### config.mk
export PLATFORM = sky130hd
export DESIGN_NAME = le_munge_unit
export DESIGN_NICKNAME = d
export VERILOG_FILES = /design/src/rtl/le_munge_pkg.sv /design/src/rtl/le_addr_xform.sv /design/src/rtl/le_lane_steer.sv /design/src/rtl/le_read_align.sv /design/src/rtl/le_munge_unit.sv
export SDC_FILE = /design/constraint.sdc
export NUM_CORES = 1
export LEC_CHECK = 0
export CAP_MARGIN = 20
export CORE_MARGIN = 5
export CORE_UTILIZATION = 52
export CTS_CLUSTER_SIZE = 30
export DETAILED_ROUTE_END_ITERATION = 8
export HOLD_SLACK_MARGIN = 0.15
export PLACE_DENSITY = 0.87
export SLEW_MARGIN = 30
export SYNTH_ARGS = -nofsm -noshare
export SYNTH_HDL_FRONTEND = slang
export SYNTH_SLANG_ARGS = --single-unit
### constraint.sdc
create_clock -name clk -period 3.6 [get_ports clk]
set_input_delay 0.72 -clock clk [delete_from_list [all_inputs] [get_ports clk]]
set_output_delay 0.72 -clock clk [all_outputs]
set_load 0.01 [all_outputs]
### src/rtl/le_munge_pkg.sv
package le_munge_pkg;

  localparam int unsigned LANES  = 8;
  localparam int unsigned LANE_W = 3;
  localparam int unsigned BUS_W  = 8 * LANES;

  typedef enum logic [1:0] {
    SZ_BYTE  = 2'd0,
    SZ_HALF  = 2'd1,
    SZ_WORD  = 2'd2,
    SZ_DWORD = 2'd3
  } acc_size_e;

  function automatic logic [BUS_W-1:0] rev_lanes(input logic [BUS_W-1:0] d);
    logic [BUS_W-1:0] r;
    for (int k = 0; k < LANES; k++) begin
      r[8*k +: 8] = d[8*(LANES-1-k) +: 8];
    end
    return r;
  endfunction

  function automatic logic [LANES-1:0] rev_bits(input logic [LANES-1:0] d);
    logic [LANES-1:0] r;
    for (int k = 0; k < LANES; k++) begin
      r[k] = d[LANES-1-k];
    end
    return r;
  endfunction

  function automatic logic [BUS_W-1:0] size_keep(input acc_size_e s);
    logic [BUS_W-1:0] m;
    case (s)
      SZ_BYTE: m = {{(BUS_W-8){1'b0}}, 8'hFF};
      SZ_HALF: m = {{(BUS_W-16){1'b0}}, 16'hFFFF};
      SZ_WORD: m = {{(BUS_W-32){1'b0}}, 32'hFFFF_FFFF};
      default: m = '1;
    endcase
    return m;
  endfunction

endpackage

### src/rtl/le_addr_xform.sv
module le_addr_xform
  import le_munge_pkg::*;
#(
  parameter int unsigned ADDR_W = 32
) (
  input  logic [ADDR_W-1:0] addr_i,
  input  logic [1:0]        size_i,
  input  logic              le_mode_i,
  input  logic              ifetch_i,
  output logic [ADDR_W-1:0] addr_o,
  output logic [LANES-1:0]  be_o,
  output logic [LANE_W-1:0] low_o,
  output acc_size_e         size_o,
  output logic              misalign_o
);

  logic [LANE_W-1:0] flip;
  logic [LANE_W-1:0] size_low;
  logic [LANES-1:0]  be_base;

  always_comb begin
    size_o = ifetch_i ? SZ_WORD : acc_size_e'(size_i);
    case (size_o)
      SZ_BYTE: begin flip = 3'b111; size_low = 3'b000; be_base = 8'h01; end
      SZ_HALF: begin flip = 3'b110; size_low = 3'b001; be_base = 8'h03; end
      SZ_WORD: begin flip = 3'b100; size_low = 3'b011; be_base = 8'h0F; end
      default: begin flip = 3'b000; size_low = 3'b111; be_base = 8'hFF; end
    endcase
    if (!le_mode_i) flip = '0;
    low_o      = addr_i[LANE_W-1:0] ^ flip;
    addr_o     = {addr_i[ADDR_W-1:LANE_W], low_o};
    misalign_o = |(addr_i[LANE_W-1:0] & size_low);
    be_o       = be_base << low_o;
  end

endmodule

### src/rtl/le_lane_steer.sv
module le_lane_steer
  import le_munge_pkg::*;
(
  input  logic [BUS_W-1:0]  wdata_i,
  input  logic [LANES-1:0]  be_i,
  input  logic [LANE_W-1:0] low_i,
  input  acc_size_e         size_i,
  input  logic              swap_i,
  output logic [BUS_W-1:0]  wdata_o,
  output logic [LANES-1:0]  be_o
);

  logic [BUS_W-1:0] placed;

  always_comb begin
    placed  = (wdata_i & size_keep(size_i)) << {low_i, 3'b000};
    wdata_o = swap_i ? rev_lanes(placed) : placed;
    be_o    = swap_i ? rev_bits(be_i) : be_i;
  end

endmodule

### src/rtl/le_read_align.sv
module le_read_align
  import le_munge_pkg::*;
(
  input  logic [BUS_W-1:0]  rdata_i,
  input  logic [LANE_W-1:0] low_i,
  input  acc_size_e         size_i,
  input  logic              swap_i,
  output logic [BUS_W-1:0]  rdata_o
);

  logic [BUS_W-1:0] ordered;

  always_comb begin
    ordered = swap_i ? rev_lanes(rdata_i) : rdata_i;
    rdata_o = (ordered >> {low_i, 3'b000}) & size_keep(size_i);
  end

endmodule

### src/rtl/le_munge_unit.sv
module le_munge_unit
  import le_munge_pkg::*;
#(
  parameter int unsigned ADDR_W = 32
) (
  input  logic              clk,
  input  logic              rst_n,
  input  logic              req_valid_i,
  input  logic              le_mode_i,
  input  logic              io_mode_i,
  input  logic              ifetch_i,
  input  logic [1:0]        size_i,
  input  logic [ADDR_W-1:0] addr_i,
  input  logic [63:0]       wdata_i,
  input  logic              rsp_valid_i,
  input  logic [63:0]       rdata_i,
  output logic              bus_valid_o,
  output logic [ADDR_W-1:0] bus_addr_o,
  output logic [7:0]        bus_be_o,
  output logic [63:0]       bus_wdata_o,
  output logic              align_err_o,
  output logic              rsp_valid_o,
  output logic [63:0]       rdata_o
);

  logic [ADDR_W-1:0] x_addr;
  logic [LANES-1:0]  x_be;
  logic [LANE_W-1:0] x_low;
  acc_size_e         x_size;
  logic              x_mis;
  logic              x_swap;
  logic [BUS_W-1:0]  s_wdata;
  logic [LANES-1:0]  s_be;
  logic [BUS_W-1:0]  r_data;

  logic [LANE_W-1:0] ctx_low_q;
  acc_size_e         ctx_size_q;
  logic              ctx_swap_q;

  logic bus_valid_d, align_err_d, issue_en;

  le_addr_xform #(.ADDR_W(ADDR_W)) u_xform (
    .addr_i     (addr_i),
    .size_i     (size_i),
    .le_mode_i  (le_mode_i),
    .ifetch_i   (ifetch_i),
    .addr_o     (x_addr),
    .be_o       (x_be),
    .low_o      (x_low),
    .size_o     (x_size),
    .misalign_o (x_mis)
  );

  assign x_swap = le_mode_i & io_mode_i;

  le_lane_steer u_steer (
    .wdata_i (wdata_i),
    .be_i    (x_be),
    .low_i   (x_low),
    .size_i  (x_size),
    .swap_i  (x_swap),
    .wdata_o (s_wdata),
    .be_o    (s_be)
  );

  le_read_align u_ralign (
    .rdata_i (rdata_i),
    .low_i   (ctx_low_q),
    .size_i  (ctx_size_q),
    .swap_i  (ctx_swap_q),
    .rdata_o (r_data)
  );

  always_comb begin
    issue_en    = req_valid_i & ~x_mis;
    bus_valid_d = issue_en;
    align_err_d = req_valid_i & x_mis;
  end

  always_ff @(posedge clk or negedge rst_n) begin
    if (!rst_n) begin
      bus_valid_o <= 1'b0;
      align_err_o <= 1'b0;
      rsp_valid_o <= 1'b0;
    end else begin
      bus_valid_o <= bus_valid_d;
      align_err_o <= align_err_d;
      rsp_valid_o <= rsp_valid_i;
    end
  end

  always_ff @(posedge clk or negedge rst_n) begin
    if (!rst_n) begin
      bus_addr_o  <= '0;
      bus_be_o    <= '0;
      bus_wdata_o <= '0;
      ctx_low_q   <= '0;
      ctx_size_q  <= SZ_BYTE;
      ctx_swap_q  <= 1'b0;
    end else if (issue_en) begin
      bus_addr_o  <= x_addr;
      bus_be_o    <= s_be;
      bus_wdata_o <= s_wdata;
      ctx_low_q   <= x_low;
      ctx_size_q  <= x_size;
      ctx_swap_q  <= x_swap;
    end
  end

  always_ff @(posedge clk or negedge rst_n) begin
    if (!rst_n) begin
      rdata_o <= '0;
    end else if (rsp_valid_i) begin
      rdata_o <= r_data;
    end
  end

  // a bus request only follows a request one cycle earlier
  p_req_latency_r10: assert property (@(posedge clk) disable iff (!rst_n)
    bus_valid_o |-> $past(req_valid_i));

  // read data only follows a response one cycle earlier
  p_rsp_latency_r10: assert property (@(posedge clk) disable iff (!rst_n)
    rsp_valid_o |-> $past(rsp_valid_i));

  // an alignment error never comes with a bus request
  p_err_no_req_r7: assert property (@(posedge clk) disable iff (!rst_n)
    align_err_o |-> !bus_valid_o);

  // the enables of a request form a block of 1, 2, 4 or 8 lanes
  p_be_count_r5: assert property (@(posedge clk) disable iff (!rst_n)
    bus_valid_o |-> ($countones(bus_be_o) == 1 || $countones(bus_be_o) == 2 ||
                     $countones(bus_be_o) == 4 || $countones(bus_be_o) == 8));

  // big-endian requests pass the address unchanged
  p_be_addr_r1: assert property (@(posedge clk) disable iff (!rst_n)
    (bus_valid_o && $past(!le_mode_i)) |-> bus_addr_o == $past(addr_i));

  // a little-endian byte access flips all three low bits
  p_le_byte_r2: assert property (@(posedge clk) disable iff (!rst_n)
    (bus_valid_o && $past(le_mode_i && !ifetch_i && size_i == 2'd0))
      |-> bus_addr_o[2:0] == ($past(addr_i[2:0]) ^ 3'b111));

endmodule

[Yosys cells after proc, flatten, opt, wreduce, memory -nomap -nowiden]
Index checks and enable logic that the tools add are counted.
W data, S select, Z words.
Operators by class
  equal/unequal tests: 4
  shifts and indexed selects: 3
  multiplexer cells: 10
  bitwise operators: 8
  reduce and logical (&&, ||, !) cells: 3
Operators by type and width (count)
  $pmux W64 S3: 2
  $and A64 B64 Y64: 2
  $mux W64: 2
  $shl A64 B6 Y64: 1
  $shr A64 B6 Y64: 1
  $pmux W8 S3: 1
  $pmux W3 S3: 2
  $mux W8: 1
  $shl A8 B3 Y8: 1
  $eq A2 B1 Y1 const B: 2
  $eq A2 B2 Y1 const B: 2
  $logic_not A2 Y1: 2
  $and A1 B1 Y1: 3
  $and A3 B3 Y3: 1
  $mux W3: 1
  $reduce_or A3 Y1: 1
  $xor A3 B3 Y3: 1
  $mux W2: 1
  $not A1 Y1: 1
Storage, ports and cells
  flip-flop bits (word level): 177
  bits of input ports: 169
  output and inout bits: 171

[Depth between registers and ports, before layout]
  word-level depth: 7
  mapped depth: 10
  gate-level depth less buffers: 7

[By module]
From an unflattened synthesis, not the netlist that was laid out.
Unflattened totals
  cells, all modules: 1081
  area total of the unflattened synthesis: 12832.3 um2
By module, submodules not included
  le_munge_unit: times used 1, cells an instance 373, area each 7014.2 um2, sequential area each 4429.2 um2
  le_read_align: times used 1, cells an instance 277, area each 2752.6 um2, sequential area each 0.0 um2
  le_lane_steer: times used 1, cells an instance 339, area each 2447.3 um2, sequential area each 0.0 um2
  le_addr_xform: times used 1, cells an instance 92, area each 618.1 um2, sequential area each 0.0 um2

[Worst setup path after synthesis]
No wires, ideal clock.
  path kind: input to register
  from: in size_i[1]
  to: reg bus_wdata_o[42]
  library setup time: 0.134 ns
  data arrival time: 2.537 ns
  data required time: 3.466 ns
  setup slack: 0.929 ns
  cell stages on the path: 9
  buffers on the path: 3
  cell sequence: buf_6 or4b_4 buf_6 xnor2_4 buf_6 mux2_2 a221o_1 nand2_1 o21ai_0
On the way
  longest elaborated chain between the ends: 7
  elaborated cells on any way between the ends: 16
  classes of those cells: eq/ne: 2; shift: 1; mux: 6; bitwise: 5; reduce/logical: 2
RTL lines
  start, declared: RTL line le_munge_unit.sv:12  | input logic [1:0] size_i,
  $mux W2 *: RTL line le_addr_xform.sv:22  | size_o = ifetch_i ? SZ_WORD : acc_size_e'(size_i);
  $eq A2 B2 Y1, or another cell as far along: RTL line le_munge_pkg.sv:32, le_addr_xform.sv:23
  $pmux W3 S3: RTL line le_addr_xform.sv:23  | case (size_o)
  $mux W3 or $and A3 B3 Y3 (tied branches): RTL line le_addr_xform.sv:29, le_addr_xform.sv:32
  $xor A3 B3 Y3 or $reduce_or A3 Y1 (tied branches): RTL line le_addr_xform.sv:30, le_addr_xform.sv:32
  $shl A64 B6 Y64 or $not A1 Y1 (tied branches): RTL line le_lane_steer.sv:16, le_munge_unit.sv:75
  $mux W64 or $and A1 B1 Y1 (tied branches): RTL line le_lane_steer.sv:17, le_munge_unit.sv:75
  end signal, assigned: RTL line le_munge_unit.sv:103  | bus_wdata_o <= s_wdata;
  end, declared: RTL line le_munge_unit.sv:20  | output logic [63:0] bus_wdata_o,
Mark *: on every way between the ends. The rest lies on a longest branch, timed or not.
A chain may end at the register's enable or synchronous reset.

[Worst setup path after layout]
  from: in ifetch_i
  to: reg bus_wdata_o[13]
On the way
  longest elaborated chain between the ends: 7
  elaborated cells on any way between the ends: 16
  classes of those cells: eq/ne: 2; shift: 1; mux: 6; bitwise: 5; reduce/logical: 2
RTL lines
  start, declared: RTL line le_munge_unit.sv:11  | input logic ifetch_i,
  $mux W2 *: RTL line le_addr_xform.sv:22
  $eq A2 B2 Y1, or another cell as far along: RTL line le_munge_pkg.sv:32, le_addr_xform.sv:23
  $pmux W3 S3: RTL line le_addr_xform.sv:23
  $mux W3 or $and A3 B3 Y3 (tied branches): RTL line le_addr_xform.sv:29, le_addr_xform.sv:32
  $xor A3 B3 Y3 or $reduce_or A3 Y1 (tied branches): RTL line le_addr_xform.sv:30, le_addr_xform.sv:32
  $shl A64 B6 Y64 or $not A1 Y1 (tied branches): RTL line le_lane_steer.sv:16, le_munge_unit.sv:75
  $mux W64 or $and A1 B1 Y1 (tied branches): RTL line le_lane_steer.sv:17, le_munge_unit.sv:75
Marks and branches as above.

==> results.yml <==
finish:
  final_nets: 1737
  synthToLayoutAreaGrowth_pct: 38.3
  drive_above_1_share: 0.127
  final_cell_mix: "clkdlybuf4s50_1 (336), nand2_1 (209), dfrtp_1 (172), o21ai_0 (126), nor2_1 (82)"
  mostFrequentLayoutCell: "clkdlybuf4s50_1"
clocking:
  insertion_delay_ns: 0.43
  clk_path_buf_depth: 2
  post-cts-setup-buffers: 0
  cts_root_buffer: "clkbuf_16"
  cts_buffers: 17
  cts_tree: "done"
  ctsResizeCount: 0
  clock_sinks: 174
  htree_num_levels: 4
  hold_buffers: 0
  clk_pin_slew_worst_paths_ns: 0.07
worst_hold_path:
  hold_class: "in2async"
setup_path:
  cpPeakStageDelay_ns: 0.53
  reg2reg_slack_ns: 0.72
  crit_path_cell_trace: "clkdlybuf4s50_1 > buf_4 > nor3b_2 > xnor2_2 > buf_4 > buf_4 > mux2i_1 > a221oi_1 > o21ai_0"
  worstSetupStartpointType: "input pin"
  path_max_fanout: 18
  crit_top_cell: "buf_4"
  r2r-end: "rdata_o[9]"
  reg2reg_from: "ctx_swap_q"
  crit_required_ns: 3.88
  setup.worst_path.end_class: "flip-flop"
  critical_path_class: "in2reg"
  slowest_stage: "clkdlybuf4s50_1"
  arrival_ns: 3.35
  r2r_cells: 6
grt:
  grt_antenna_before_repair: 0
  track_usage: 0.369
  use_met2: 0.577
  grt_overflow: 0
  grt-busiest-layer: "met2"
  met1_usage: 0.482
  use_met3: 0.0959
  grt_pass1_wl_mm: 70.8
  grt_pass1_vias: 12100
  grt_max_degree: 121
floorplanning:
  die_w_um: 158
  die_h_um: 158
  num_rows: 54
  core_area_mm2: 0.0218
  start_util: 0.527
  die_area_mm2: 0.0251
  ios: 340
yosys:
  ys_seq_area_frac: 0.380
  synth.top_cell.area_share: 0.380
  synth_top_area_cell: "dfrtp_1"
  syn-instance-count: 1259
  synth-async-reset-ratio: 1.00
  synthesis.area_mm2: 0.0115
  synth-edff-count: 0
  yosys_warnings: 0
  ys.flop_type: "dfrtp_1"
  syn-mean-instance-area_um2: 9.11
  ys_types: 61
  yosys-top-cells-area: "dfrtp_1 (38%), mux4_2 (11%), nand2_1 (6.9%), o21ai_0 (5.5%), mux2i_1 (4.7%)"
  synth_nets: 1428
  synth-seq-cells: 174
flow_run:
  maxCapViolCount: 0
route:
  vias_per_cell: 6.64
  vias: 12400
  dr.first_iter.drc_count: 1507
  avgRoutedWirePerCell_um: 25.3
  firstDrtPassIters: 5
  drt-total-wl_mm: 47.0
  drc: 0
  antenna_left: 0
timing:
  tightest_slew_ns: 0.940
  rsz0062_at_grt: "false"
  maxSlewViolCount: 0
  fin_crit_sh: 0.853
  hold_viol: 0
  finClkSkew_ns: 0.00939
  fin_crit_ns: 3.07
  finalSetupViolCount: 0
  timing.hold.ws_ns: 0.292
  max_freq_mhz: 326
  slew-limit-headroom: 0.368
  timing.setup.tns_ns: 0
power_and_ir_drop:
  power_uw: 7570
  powerDensity_mw_per_mm2: 477
  peakVddDrop_mv: 0.323
  leakagePower_uw: 0.00657
placement:
  port_buffers: 339
  dpl.hpwl_mm: 34.8
  routabilityCongestion: 1.03
run_status:
  status: "completed"
## cell usage after synthesis, drive strengths merged, types with 19 or more instances
library cell and n:
nor2 83, mux4 56, a22oi 27, mux2 33, mux2i 56, o22ai 34, clkbuf 72, nor2b 24
a221oi 24, dfrtp 174, inv 70, buf 36, o21ai 131, nand2 210, a21oi 28, and2 19
## report_power, final
part | internal, uW | leakage (uW) | switching, uW
Sequential | 2310 | 0.00225 | 338
Clock | 945 | 0.000281 | 936
Combinational | 1530 | 0.00404 | 1510
## state kept, by name, indices dropped and copies added, names as in the netlist
name and flops:
bus_wdata_o 64, rdata_o 64, bus_addr_o 32, bus_be_o 8, ctx_size_q 2, align_err_o 1
bus_valid_o 1, ctx_swap_q 1, rsp_valid_o 1
## cells by family after synthesis
kind of cell / after synthesis / synth area share
and+or+nand+nor: 399 / 0.153
AOI/OAI and AO/OA: 353 / 0.202
buffers and inverters: 180 / 0.0648
DFF: 174 / 0.380
muxes: 145 / 0.193
xor gates and xnor gates: 8 / 0.00775
## routing by layer
metal	routed length, um	up-vias
li1	-	5195
met1	16700	5846
met2	21300	1108
met3	6350	216
met4	2670	0
met5	0	-
## worst max-delay path: cells and delay by family
kind            cells  cell delay [ns]
xor+xnor            1             0.52
simple gates        1             0.12
mux                 1             0.11
buf+inv             4             1.30
compound gates      2             0.58
## how the worst max path moves through the flow
stage	startpoint	endpoint	slack, ns	cells after the start
detailed placement	ifetch_i	bus_wdata_o[58]	0.22	8
CTS	ifetch_i	bus_wdata_o[13]	0.65	9
global route	ifetch_i	bus_wdata_o[13]	0.41	9
global placement	size_i[1]	bus_wdata_o[17]	0.30	8
floorplan	size_i[1]	bus_wdata_o[42]	0.93	9
finish	ifetch_i	bus_wdata_o[13]	0.53	9
## cell type report
type / instances / area [um^2]
Clock buffer: 18 / 439
Tap cell: 280 / 350
Antenna cell: 1 / 2.50
Clock inverter: 14 / 145
Inverter: 72 / 270
Sequential cell: 174 / 4360
Timing Repair Buffer: 398 / 3900
Multi-Input combinational cell: 905 / 6390
Fill cell: 1617 / 5900
## per-stage QoR
step,area (um^2),util,instances,worst slack [ns]
after global routing,15900,0.729,1861,0.410
after floorplan,11500,-,1259,0.929
after global placement,15300,0.702,1829,0.299
after CTS,15900,0.729,1861,0.649
after detailed placement,15300,0.702,1829,0.222
final,15900,0.729,1862,0.531
Note: power is estimated with default switching activity, not from simulation.
